## config.mk

```make
export PLATFORM = sky130hd
export DESIGN_NAME = irq_gather
export DESIGN_NICKNAME = d
export VERILOG_FILES = /design/src/rtl/irq_gather_pkg.sv /design/src/rtl/irq_gather_ctrl.sv /design/src/rtl/irq_gather_dp.sv /design/src/rtl/irq_gather.sv
export SDC_FILE = /design/constraint.sdc
export NUM_CORES = 1
export LEC_CHECK = 0
export ABC_AREA = 1
export BUFFER_PORTS_ARGS = -buffer_cell sky130_fd_sc_hd__buf_2
export CAP_MARGIN = 5
export CORE_AREA = 2 2 122 124
export CTS_CLUSTER_SIZE = 28
export DETAILED_ROUTE_END_ITERATION = 10
export DIE_AREA = 0 0 124 126
export GPL_ROUTABILITY_DRIVEN = 0
export PLACE_DENSITY_LB_ADDON = 0.25
export SLEW_MARGIN = 40
export SYNTH_ARGS = -nofsm -noshare
export SYNTH_HDL_FRONTEND = slang
export SYNTH_SLANG_ARGS = --single-unit
```

## constraint.sdc

```tcl
create_clock -name clk -period 1.74 [get_ports clk]
set_input_delay 0.348 -clock clk [delete_from_list [all_inputs] [get_ports clk]]
set_output_delay 0.348 -clock clk [all_outputs]
set_load 0.01 [all_outputs]
```

## src/rtl/irq_gather_pkg.sv

```systemverilog
package irq_gather_pkg;
  typedef struct packed {
    logic wrMask;
    logic wrStat;
    logic rdMask;
    logic rdStat;
  } strobe_t;
endpackage

```

## src/rtl/irq_gather_ctrl.sv

```systemverilog
module irq_gather_ctrl
  import irq_gather_pkg::*;
#(
  parameter int ADDR_W   = 8,
  parameter int MASK_OFS = 'h00,
  parameter int STAT_OFS = 'h10
) (
  input  logic [ADDR_W-1:0] addr,
  input  logic              wrEn,
  input  logic              rdEn,
  output strobe_t           stb
);
  localparam logic [ADDR_W-1:0] MaskAddr = ADDR_W'(MASK_OFS);
  localparam logic [ADDR_W-1:0] StatAddr = ADDR_W'(STAT_OFS);

  logic hitMask;
  logic hitStat;

  assign hitMask = (addr == MaskAddr);
  assign hitStat = (addr == StatAddr);

  always_comb begin
    stb        = '0;
    stb.wrMask = wrEn & hitMask;
    stb.wrStat = wrEn & hitStat;
    stb.rdMask = rdEn & hitMask;
    stb.rdStat = rdEn & hitStat;
  end
endmodule

```

## src/rtl/irq_gather_dp.sv

```systemverilog
module irq_gather_dp
  import irq_gather_pkg::*;
#(
  parameter int NUM_SRC = 32
) (
  input  logic               clk,
  input  logic               rstN,
  input  strobe_t            stb,
  input  logic [NUM_SRC-1:0] srcIn,
  input  logic [NUM_SRC-1:0] wrData,
  output logic [NUM_SRC-1:0] rdData,
  output logic [NUM_SRC-1:0] pendQ,
  output logic [NUM_SRC-1:0] maskQ,
  output logic               irqOut
);
  logic [NUM_SRC-1:0] keepVec;
  logic               statAccess;

  assign statAccess = stb.wrStat | stb.rdStat;
  assign keepVec    = stb.wrStat ? wrData : '1;

  // One cell per source: pending flag plus a flag for firing since the last status access
  for (genvar i = 0; i < NUM_SRC; i++) begin : g_cell
    logic pendBit;
    logic protBit;
    always_ff @(posedge clk or negedge rstN) begin
      if (!rstN) begin
        pendBit <= 1'b0;
        protBit <= 1'b0;
      end else begin
        pendBit <= (pendBit & (keepVec[i] | protBit)) | srcIn[i];
        protBit <= srcIn[i] | (protBit & ~statAccess);
      end
    end
    assign pendQ[i] = pendBit;
  end

  always_ff @(posedge clk or negedge rstN) begin
    if (!rstN) begin
      maskQ <= '0;
    end else if (stb.wrMask) begin
      maskQ <= wrData;
    end
  end

  always_ff @(posedge clk or negedge rstN) begin
    if (!rstN) begin
      irqOut <= 1'b0;
    end else begin
      irqOut <= |(pendQ & maskQ);
    end
  end

  always_comb begin
    rdData = '0;
    if (stb.rdMask) begin
      rdData = maskQ;
    end else if (stb.rdStat) begin
      rdData = pendQ;
    end
  end
endmodule

```

## src/rtl/irq_gather.sv

```systemverilog
module irq_gather
  import irq_gather_pkg::*;
#(
  parameter int NUM_SRC  = 32,
  parameter int ADDR_W   = 8,
  parameter int MASK_OFS = 'h00,
  parameter int STAT_OFS = 'h10
) (
  input  logic               clk,
  input  logic               rstN,
  input  logic [NUM_SRC-1:0] srcIn,
  input  logic [ADDR_W-1:0]  addr,
  input  logic               wrEn,
  input  logic               rdEn,
  input  logic [NUM_SRC-1:0] wrData,
  output logic [NUM_SRC-1:0] rdData,
  output logic               irqOut
);
  strobe_t            stb;
  logic [NUM_SRC-1:0] pendQ;
  logic [NUM_SRC-1:0] maskQ;

  irq_gather_ctrl #(
    .ADDR_W  (ADDR_W),
    .MASK_OFS(MASK_OFS),
    .STAT_OFS(STAT_OFS)
  ) u_ctrl (
    .addr(addr),
    .wrEn(wrEn),
    .rdEn(rdEn),
    .stb (stb)
  );

  irq_gather_dp #(
    .NUM_SRC(NUM_SRC)
  ) u_dp (
    .clk   (clk),
    .rstN  (rstN),
    .stb   (stb),
    .srcIn (srcIn),
    .wrData(wrData),
    .rdData(rdData),
    .pendQ (pendQ),
    .maskQ (maskQ),
    .irqOut(irqOut)
  );
endmodule

```

==> Word-level counts from Yosys, hierarchy flattened <==
Cells that the tools add are included.
{ "op_classes": {"mux": 3, "add_sub_neg": 0, "div_mod_pow": 0, "bitwise_logic": 167, "magnitude_cmp": 0, "shifts": 0, "multipliers": 0, "n_eq_ne": 1, "reduce_logical": 2} }
{ "op_table": {"columns": ["operator", "n"], "rows": [
  ["OR 1 bit", 97],
  ["2-to-1 mux 32 bit", 3],
  ["AND 1 bit", 68],
  ["AND 32 bit", 1],
  ["OR reduction 32 bit", 1],
  ["equality test 8 x 5 -> 1 bit, second input constant", 1],
  ["zero test 8 bit", 1],
  ["inverter 1 bit", 1]
]} }
{ "totals": {"rom_bits": 0, "mem_bits_rw": 0, "n_memories": 0, "output_inout_bits": 33, "word_cells": 239, "latch_bits": 0, "reg_bits": 97, "in_bits": 76} }

==> Depth between registers and ports, before layout <==
Gate-level depths: netlist of run 1.
{ "logic_depth": {"ltp_word": 6, "depth_mapped": 8, "ltp_nobuf": 7} }

==> Cells and area by module <==
Synthesis of run 1 repeated with hierarchy kept, for this count alone.
{ "hier_totals": {"cells_unflattened": 558, "area_unflattened_um2": 4715.8} }
{ "modules_own_cells": {"columns": ["mod", "area_per_inst_um2", "cells_per_inst", "instances", "seq_area_each_um2"], "rows": [
  ["irq_gather_dp", 4638.2, 538, 1, 2427.3],
  ["irq_gather_ctrl", 77.6, 20, 1, 0.0]
]} }

==> Worst setup path before layout of run 1 <==
No wires, ideal clock.
{ "synth_timing": {"kind": "input -> output", "from": "input addr[1]", "to": "output rdData[10]", "slack_ns": 0.223, "required_ns": 1.392, "stages": 7, "n_path_buf": 2, "arrival_time_ns": 1.169, "path_cell_list": "nor2_1 nand2_2 nor2_4 buf_6 buf_6 nand3_1 nand2_1"} }
{ "synth_between": {"elab_chain_len": 4, "word_cells_on_any_way": 6, "classes_between": "eq/ne: 1; mux: 2; bitwise: 2; reduce/logical: 1"} }
{ "synth_rtl": {"columns": ["item", "line", "rtl"], "rows": [
  ["from (decl)", "irq_gather.sv:12", "input logic [ADDR_W-1:0] addr,"],
  ["equality test 8 x 5 -> 1 bit", "irq_gather_ctrl.sv:20", "assign hitStat = (addr == StatAddr);"],
  ["AND 1 bit", "irq_gather_ctrl.sv:27", "stb.rdStat = rdEn & hitStat;"],
  ["2-to-1 mux 32 bit", "irq_gather_dp.sv:58", "end else if (stb.rdStat) begin"],
  ["2-to-1 mux 32 bit (*)", "irq_gather_dp.sv:56", "if (stb.rdMask) begin"],
  ["to (decl)", "irq_gather.sv:16", "output logic [NUM_SRC-1:0] rdData,"]
]} }
Every way passes the cells marked *; elsewhere a longest branch is shown, timed or not.

==> Worst setup path after layout of run 1 <==
{ "layout_timing": {"from": "input addr[0]", "to": "output rdData[11]"} }
Same word-level chain as after synthesis.

==> results of run 1 <==
-- cell families (layout without fill, tap and decap cells) --
kind of cell / count (synthesis) / count (layout) / synth area share, %
and+or+nand+nor: 486 / 486 / 40.4
DFF: 97 / 97 / 49.7
buffers and inverters: 94 / 224 / 9.78
AOI/OAI and AO/OA: 1 / 1 / 0.179
other: 0 / 1 / 0
-- registers in the layout, indices dropped and copies added, names as in the netlist --
name                 count
u_dp.g_cell.pendBit     32
u_dp.g_cell.protBit     32
u_dp.maskQ              32
u_dp.irqOut              1
-- path summary, 6_finish.rpt --
kind	slack, ns	start	to
setup / recovery	-0.05	addr[0]	rdData[11]
hold / removal	0.19	srcIn[8]	u_dp.g_cell[8].pendBit
setup reg to reg	0.70	u_dp.g_cell[8].pendBit	u_dp.irqOut
hold reg to reg	0.47	u_dp.g_cell[4].protBit	u_dp.g_cell[4].protBit
max in group asynchronous	0.70	rstN	u_dp.g_cell[25].pendBit
min in group asynchronous	0.45	rstN	u_dp.g_cell[10].pendBit
-- report_power, final --
part | internal [mW] | leakage (nW) | switching [mW]
registers | 2.30 | 1.01 | 0.0348
logic | 0.154 | 2.55 | 0.246
clock network | 1.18 | 0.148 | 0.853
total | 3.64 | 3.71 | 1.13
-- metrics by stage --
stage	total power [mW]	cell area, sq um	hold slack [ns]
4_1_cts	4.82	6110	0.182
3_3_place_gp	2.76	5690	0.265
5_1_grt	4.97	6330	0.200
2_1_floorplan	2.53	4890	0.0524
3_5_place_dp	2.77	5690	0.266
6_report	4.77	6330	0.192
-- critical path, delay by kind of cell --
family	cells	cell delay, ns
buffers and inverters	4	0.56
AND/OR/NAND/NOR	5	0.51
-- Yosys cell counts --
cell	n	area [sq um]
inv_1	61	229
clkbuf_1	4	15.0
o21ai_2	1	8.76
nor3_4	1	16.3
nor2_1	74	278
nor2_4	2	22.5
nand3_1	96	480
nand2_1	312	1170
buf_4	3	22.5
buf_6	13	146
buf_2	13	65.1
nand2_2	1	6.26
dfrtp_1	97	2430
-- repair_timing --
| action | in CTS | in global routing |
|---|---|---|
| hold buffers | 1 | 0 |
| gates resized for setup | 10 | 28 |
| gates cloned | 2 | 3 |
| pin swaps | 10 | 36 |
| endpoints found under the setup margin | 32 | 32 |
| hold endpoints to repair | 18 | 0 |
| setup buffers | 5 | 8 |
-- final cells by class --
type                       count  area [sq um]
fill                        1527          7980
sequential                    97          2430
multi-input combinational    487          2070
timing repair buffer         148          1080
clock buffer                  12           256
tap                          184           230
inverter                      61           229
clock inverter                 3          40.0
antenna                        1          2.50
-- layer usage --
layer	vias to the layer above	GRT usage, %	share of wire (%)
met3	13	2.63	4.5
met4	0	6.28	1.4
met5	-	0	0
li1	2310	-	-
met1	2118	26.5	51
met2	99	25.4	43
==> impl_results.md, run 1 <==
- Outcome: complete, but fails checks
- Failing checks: negative setup slack
- Critical Path RT: ~1.4 ns
- Maxcap violations: 0
- Clock Skews: between 0.006 and 0.007 ns
- Initial antenna violation count: 1
- Die Wd: approximately 120 microns
- Clk_lat worst skew: 0.35 ns
- Sink Count: between 90 and 100
- Critical path class: in2out
- Crit path max fanout: 8
- Startpoint Class: input pin
- Drt first-iter violations: 259
- Drt wl/cell: 13.8 microns
- Initial Util: between 30% and 40%
- DP Cell Count: between 900 and 1,000
- Via count: roughly 4,500
- DRC viols: 0
- Fin cells: roughly 990
- Register area share after synthesis: between 40% and 50%
- Routed vias/inst: about 4.6
- Critical Path AT: between 1 and 1.5 ns
- Tightest Pin Transition: around 0.45 ns
- #FFs+latches synth: 97
- I/O pin total: 109
- Mapped Cells: around 680
- RSZ-0062 raised after global routing: yes
- Critical Path Max Stage Delay: 0.18 ns
- Synthesized Nets: approximately 750
- CTS tree: done
- Yosys cell types: 13
- Dpl ws: -0.132 ns
- Most frequent cells in the layout: 308 x nand2_1, 100 x buf_2, 97 x dfrtp_1, 92 x nand3_1, 63 x nor2_1
- Row cnt: between 40 and 50
- PD cells: 753 nW/um^2
- WL final: roughly 14,000 microns
- Vias in the first global route: 4,114
- Max frequency: 559 MHz
- Cell depth of the worst min-delay path: 3
- Fin nets: 880
- Die height: around 130 microns
- Share of cells above drive strength 1: roughly 23%
- Crit-path slowest cell: nor2_4
- Grt ovf: 0
- Pin count of the biggest net entering global routing: 54
- Post-DRT Antenna Nets: 0
- Root buf cell: clkbuf_16
- HP Class: in2reg
- Global-route wire length before repair: ~21,000 microns
- Syn Std Cell Area: 4890 sq um
- Avg Inst Size Synth: ~7 sq um
- Fin crit share: 103%
- VDD IR max: about 0.00043 V
- Detailed placement HPWL: around 9000 microns
- H-tree levels: 3
- Final worst slack: -0.0502 ns
- Worst Reg-to-Reg Cells: 6
- Global-route usage over all layers: 17.5%
- Final Slew Violations: 0
- Final core occ: 44.3%
- Tmin final: between 1.5 and 2 ns
- Core area: 14,300 sq um
- Setup TNS: -0.433 ns
- Endpoints failing setup: 23
- Number of buffers created by CTS: 9
- Crit path cell chain: buf_6 > nor2_4 > nand2_4 > nor2_4 > buf_6 > clkbuf_16 > nand3_2 > nand2_1 > buf_2
- Worst setup EP type: primary output
- Worst-path clk slew: roughly 0.070 ns
- Leak: roughly 3.7 nW
- Syn-to-layout area delta: 29.6%
- Drt first pass iters: 4
- Normalized max-slew margin: 69.8%
- Die area: about 16,000 sq um
- Final Hold Fails: 0
- Most common cell after layout, fill and taps aside: nand2_1
- Yosys warnings: 0
- Clk buf depth: 2
- # port buffers: 108
No activity file was read; power rests on OpenSTA's default activity.
==> run 2, diff against run 1 <==
ABC_CLOCK_PERIOD_IN_PS = 1740   (was not set)
PLACE_DENSITY_LB_ADDON = 0.05   (was 0.25)
==> run 2 against run 1 <==
Net effect:
- the run still ends with negative setup slack left
- hold slack better by 0.0075 ns
- design area up 6.2%
- fmax down 0.58%
- wire length up 11%
- clock power down 4%
- worst setup slack worse by 0.010 ns
- largest cell class unchanged
==> impl_results.md, run 2 (synthesized netlist as in run 1, its figures left out) <==
- PD cells: 699 nW/um^2 (-7.1%)
- Worst Reg-to-Reg Cells: 6 (unchanged)
- Max frequency: 555 MHz (-0.58%)
- Clock Skews: 0.00882 ns (+0.00278 ns)
- Tmin final: 1.80 ns (+0.0104 ns)
- Crit path max fanout: 6 (-2)
- FF-to-FF Start: u_dp.maskQ[10]
- Switching power: 1.16 mW (+2.2%)
- Die height: 126 microns (unchanged)
- Normalized max-slew margin: 70.5% (+0.69 points)
- HP Class: in2reg
- Die Wd: 124 microns (unchanged)
- Clk_lat worst skew: 0.34 ns (about the same)
- Hold path start: srcIn[8]
- Failing checks: negative setup slack
- RSZ-0062 raised after global routing: yes
- Worst Setup SP: addr[6]
- Clk buf depth: 2 (unchanged)
- Syn-to-layout area delta: 37.7%
- Worst-path clk slew: 0.07 ns (about the same)
- Critical Path RT: 1.39 ns (about the same)
- Drt first-iter violations: 273 (+5.4%)
- Tightest Pin Transition: 0.442 ns (-0.0104 ns)
- Setup TNS: -0.947 ns (-0.515 ns)
- Initial Util: 34.2% (unchanged)
- WL final: 15,100 microns (+11%)
- Global-route usage over all layers: 19.0% (+1.4 points)
- H-tree levels: 3 (unchanged)
- Cell depth of the worst min-delay path: 3 (unchanged)
- Antenna diodes: 0 (-1)
- Fin crit share: 103% (+0.60 points)
- Critical path class: in2out
- Endpoints failing setup: 32 (+39%)
- Final core occ: 47.0% (+2.8 points)
- Root buf cell: clkbuf_16
- Clock Power Share: 41.4% (-1.2 points)
- Startpoint Class: input pin
- R2R setup slack: 0.71 ns (about the same)
- Final Hold Fails: 0 (unchanged)
- Critical Path AT: 1.45 ns (about the same)
- Worst setup EP type: primary output
- Switching power share of the total: 24.6% (+0.84 points)
- Sink Count: 97 (unchanged)
- I/O pin total: 109 (unchanged)
- Drt first pass iters: 4 (unchanged)
- # port buffers: 108 (unchanged)
- Vias in the first global route: 4,444 (+8.0%)
- Drt wl/cell: 15.1 microns (+9.9%)
- Power Internal: 3.55 mW (-2.4%)
- Number of buffers created by CTS: 9 (unchanged)
- Comb pwr share: 8.9% (+0.5 points)
- Pin count of the biggest net entering global routing: 36 (-33%)
- Die area: 15,600 sq um (unchanged)
- VDD IR max: 0.000526 V (+23%)
- Grt ovf: 0 (unchanged)
- Seq pwr share: 49.7% (+0.7 points)
- Most common cell after layout, fill and taps aside: nand2_1
- Final Slew Violations: 0 (unchanged)
- Worst Hold End: u_dp.g_cell[8].protBit
- Global-route wire length before repair: 22,900 microns (+8.7%)
- DRC viols: 0 (unchanged)
- Post-DRT Antenna Nets: 0 (unchanged)
- Initial antenna violation count: 0 (-1)
- Row cnt: 44 (unchanged)
- Core area: 14,300 sq um (unchanged)
- Regs by FF count: u_dp.g_cell.pendBit: 32 flops, u_dp.g_cell.protBit: 32 flops, u_dp.maskQ: 32 flops
- Leak: 3.81 nW (+2.5%)
- Crit Reg-Reg Endpoint: u_dp.irqOut
- Maxcap violations: 0 (unchanged)
- Detailed placement HPWL: 9440 microns (+5.3%)
- Final worst slack: -0.0606 ns (-0.0104 ns)
- Most frequent cells in the layout: 276 x nand2_1, 97 x dfrtp_1, 89 x nand3_1, 84 x buf_2, 63 x nor2_1
- CTS tree: done
- Routed vias/inst: 4.63 (+1.3%)
- Via count: 4,626 (+1.9%)
- Outcome: complete, but fails checks
- Fin nets: 887 (+0.80%)
- Share of cells above drive strength 1: 28.1% (+5.2 points)
==> run 2: worst max-delay path: stages <==
cell       delay [ns]
buf_6            0.10
nor2_4           0.14
nand2_4          0.08
nor3_4           0.21
buf_12           0.17
clkbuf_16        0.18
nand2_4          0.04
nand2_2          0.08
buf_6            0.10
==> run 2: worst max-delay path by stage <==
stage	endpoint	slack, ns	cells past startpoint
after floorplan	rdData[10]	0.22	7
after global placement	rdData[1]	-0.09	8
after detailed placement	rdData[1]	-0.12	8
after CTS	rdData[17]	-0.05	8
after global routing	rdData[15]	-0.11	9
final	rdData[19]	-0.06	9
==> run 2: metrics by stage <==
stage	instance area [sq um]	setup WS [ns]	std cells	total power, mW	hold slack (ns)
2_1_floorplan	4890	0.223	678	2.53	0.0524
3_3_place_gp	5680	-0.0935	962	2.77	0.327
3_5_place_dp	5680	-0.117	962	2.77	0.319
4_1_cts	6210	-0.0508	988	4.76	0.189
5_1_grt	6730	-0.113	999	4.93	0.205
6_report	6730	-0.0606	999	4.71	0.199
==> run 2: what timing repair did <==
item,4_1_cts,5_1_grt
buffers inserted,6,3
cloned,4,9
hold buffers,1,0
setup endpoints to repair,32,32
pin swaps,5,28
gates resized for setup,15,87
hold endpoints to repair,25,0
==> run 2: layout make-up <==
type | instances | area (sq um)
Clock inverter | 3 | 23.8
Tap cell | 184 | 230
Sequential cell | 97 | 2430
Clock buffer | 12 | 267
Inverter | 61 | 229
Multi-Input combinational cell | 487 | 2220
Timing Repair Buffer | 155 | 1340
Fill cell | 1445 | 7580
==> run 2: power by group through the flow <==
stage          registers (mW)  clock network [mW]  logic (mW)
2_1_floorplan            2.37                   0       0.158
3_3_place_gp             2.38                   0       0.392
3_5_place_dp             2.38                   0       0.394
4_1_cts                  2.34                2.01       0.412
5_1_grt                  2.34                2.11       0.478
6_report                 2.34                1.95       0.419
==> run 2: routing by layer <==
layer | global-route usage (%) | part of all wire (%)
met1 | 25.8 | 46
met3 | 2.58 | 5.1
met4 | 4.76 | 0.81
met2 | 31.8 | 48
met5 | 0 | 0
==> run 3, diff against run 2 <==
ABC_AREA = not set   (was 1)
CORE_AREA = 2 2 113 115   (was 2 2 122 124)
DIE_AREA = 0 0 115 117   (was 0 0 124 126)
SKIP_LAST_GASP = 1   (was not set)
==> run 3 against run 2 <==
Net effect:
- the flow still finishes with violations (negative setup slack)
- design area down 20%
- die area down 14%
- global-route usage down 0.87 points
- worst setup slack worse by 0.14 ns
- clock skew down 0.0043 ns
- utilization down 3.3 points
- critical path depth down 3
- synthesized area down 14%
- wire length down 22%
- critical path type unchanged
- critical endpoint is now rdData[0]
- largest cell class unchanged
- largest power group unchanged
- highest routed layer unchanged
==> impl_results.md, run 3 <==
- Outcome: complete, but fails checks
- Failing checks: negative setup slack
- Clock Skews: 0.00457 ns (-0.00425 ns)
- Final core occ: 43.7% (-3.3 points)
- Drt wl/cell: 19.3 microns (+28%)
- Hold WS: 0.210 ns (+0.0104 ns)
- Routed vias/inst: 5.35 (+15%)
- Multi-input logic area: 1700 sq um (-24%)
- WL final: 11,800 microns (-22%)
- Share of cells above drive strength 1: 37.9% (+9.8 points)
- Fillers: 1,201 (-17%)
- Critical Path Max Stage Delay: 0.30 ns (+0.09 ns)
- Setup TNS: -5.23 ns (-4.28 ns)
- Top_reg_cell synth: dfrtp_1
- Crit path max fanout: 32 (+26)
- Hold path start: srcIn[4]
- Yosys warnings: 0 (unchanged)
- Row cnt: 41 (-6.8%)
- Fin crit share: 111% (+7.9 points)
- DRC viols: 0 (unchanged)
- Crit path cell chain: buf_2 > nor4_4 > and4b_1 > buf_12 > a22o_1 > buf_2
- Cell depth of the worst min-delay path: 2 (-1)
- Max frequency: 516 MHz (-7.1%)
- Sink Count: 97 (unchanged)
- Die height: 117 microns (-7.1%)
- Critical Path AT: 1.59 ns (+0.14 ns)
- Leak: 2.28 nW (-40%)
- Critical path class: in2out
- Final Slew Violations: 0 (unchanged)
- Normalized max-slew margin: 72.6% (+2.1 points)
- VDD IR max: 0.000329 V (-38%)
- R2R setup slack: 0.17 ns (-0.54 ns)
- Clk buf depth: 2 (unchanged)
- PD cells: 884 nW/um^2 (+26%)
- #FFs+latches synth: 97 (unchanged)
- Die area: 13,500 sq um (-14%)
- Drt first pass iters: 5 (+1)
- Root buf cell: clkbuf_16
- DP Area: 5060 sq um (-11%)
- HP Class: in2reg
- Detailed placement HPWL: 8170 microns (-13%)
- Synthesized Nets: 416 (-45%)
- Yosys cell types: 22 (+9)
- Endpoints failing setup: 32 (unchanged)
- Commonest cells in the synthesized netlist: 97 x dfrtp_1, 33 x nor2_1
- H-tree levels: 3 (unchanged)
- Most frequent cells in the layout: 107 x buf_2, 97 x dfrtp_1, 33 x nor2_1
- Crit Reg-Reg Endpoint: u_dp.irqOut
- Pin count of the biggest net entering global routing: 33 (-8.3%)
- Vias in the first global route: 3,274 (-26%)
- Area occupied by registers: 2430 sq um (unchanged)
- RSZ-0062 raised after global routing: yes
- Antenna diodes: 0 (unchanged)
- Most common cell after layout, fill and taps aside: buf_2
- Number of buffers created by CTS: 9 (unchanged)
- CP delay by family, top: simple AND/OR/NAND/NOR gates
- Initial antenna violation count: 0 (unchanged)
- Worst Hold End: u_dp.g_cell[4].protBit
- Syn Std Cell Area: 4210 sq um (-14%)
- Buf/Inv on CP: 3 (-1)
- Global-route usage over all layers: 18.1% (-0.87 points)
- Register area share after synthesis: 57.7% (+8.0 points)
- Maxcap violations: 0 (unchanged)
- Most used cell, CP: buf_2
- I/O pin total: 109 (unchanged)
- CTS tree: done
- Crit-path slowest cell: nor4_4
- Synth area leader: dfrtp_1
- Clk_lat worst skew: 0.34 ns (about the same)
- Final Hold Fails: 0 (unchanged)
- Cts repair resizes: 0 (-15)
- Drt first-iter violations: 156 (-43%)
- FF-to-FF Start: u_dp.g_cell[22].pendBit
- Startpoint Class: input pin
- Grt ovf: 0 (unchanged)
- Share of the synthesized area in the top cell type: 57.7% (+8.0 points)
- Tightest Pin Transition: 0.411 ns (-0.0308 ns)
- Post-synth ARST share: 100% (unchanged)
- Global-route wire length before repair: 18,100 microns (-21%)
- Most frequent cell after synthesis: dfrtp_1
- Avg Inst Size Synth: 12.4 sq um (+72%)
- Via count: 3,272 (-29%)
- Post-DRT Antenna Nets: 0 (unchanged)
- # port buffers: 108 (unchanged)
- Worst-path clk slew: 0.06 ns (about the same)
- Fin nets: 533 (-40%)
- Worst Reg-to-Reg Cells: 3 (-3)
- Worst setup EP type: primary output
- Critical Path RT: 1.39 ns (about the same)
- Regs by FF count: u_dp.g_cell.pendBit: 32 flops, u_dp.g_cell.protBit: 32 flops, u_dp.maskQ: 32 flops
- Finished Cell Area: 5380 sq um (-20%)
- Initial Util: 34.2% (+0.045 points)
- Mapped Cells: 340 (-50%)
- Tmin final: 1.94 ns (+0.138 ns)
- Core area: 12,300 sq um (-14%)
- Synth area leaders: dfrtp_1 58%, mux2_2 8.6%, a22o_1 6.7%
- Syn-to-layout area delta: 27.9%
- Die Wd: 115 microns (-7.3%)
- Final worst slack: -0.198 ns (-0.138 ns)
- Number of synthesized flops with an enable pin: 0 (unchanged)
## run 3: worst reg2reg max path, cell delays in order, from the launching register on
cell and delay [ns]:
dfrtp_1 0.41, a22oi_1 0.27, nand4_1 0.22, or4_1 0.55
## run 3: stage by stage
stage / total power, mW / instances / setup WS (ns)
after detailed placement: 2.73 / 595 / -0.215
after global routing: 4.96 / 612 / -0.290
final: 4.76 / 612 / -0.198
after CTS: 4.83 / 612 / -0.215
after global placement: 2.73 / 595 / -0.192
after floorplan: 2.47 / 340 / 0.0144
## run 3: power by group
part | leakage [nW] | switching (mW) | internal, mW
clock network | 0.153 | 0.848 | 1.23
registers | 1.01 | 0.0323 | 2.30
logic | 1.11 | 0.185 | 0.160
total | 2.28 | 1.07 | 3.69
## run 3: timing repair
| action | CTS | global route |
|---|---|---|
| hold buffers | 1 | 0 |
| gates cloned | 0 | 0 |
| setup buffers | 0 | 0 |
| setup endpoints to repair | 32 | 32 |
| endpoints found under the hold margin | 26 | 0 |
## run 3: worst max-delay path by stage
stage / from / to / slack (ns) / cells after the start
finish: addr[3] / rdData[0] / -0.20 / 6
global route: addr[3] / rdData[0] / -0.29 / 6
CTS: addr[3] / rdData[29] / -0.22 / 6
detailed placement: addr[3] / rdData[29] / -0.22 / 6
global placement: addr[3] / rdData[29] / -0.19 / 6
floorplan: addr[3] / rdData[10] / 0.01 / 5
## run 3: layout make-up
cell class / count / share of cell area [%]
multi-input combinational: 222 / 31.5
tap: 150 / 3.49
sequential: 97 / 45.1
clock buffer: 14 / 5.09
timing repair buffer: 127 / 14.2
clock inverter: 2 / 0.651
## run 3: per-layer routing
layer	part of all wire (%)	GRT usage [%]
met5	0	0
met4	1.4	6.27
met3	4.3	3.60
met2	48	29.3
met1	46	24.4
## run 3: cell families (layout without fill, tap and decap cells)
family	count (synthesis)	after routing	share of synthesized area, %
compound gates	113	113	19.2
buf+inv	21	143	2.47
flops	97	97	57.7
mux	32	32	8.56
simple gates	77	77	12.1
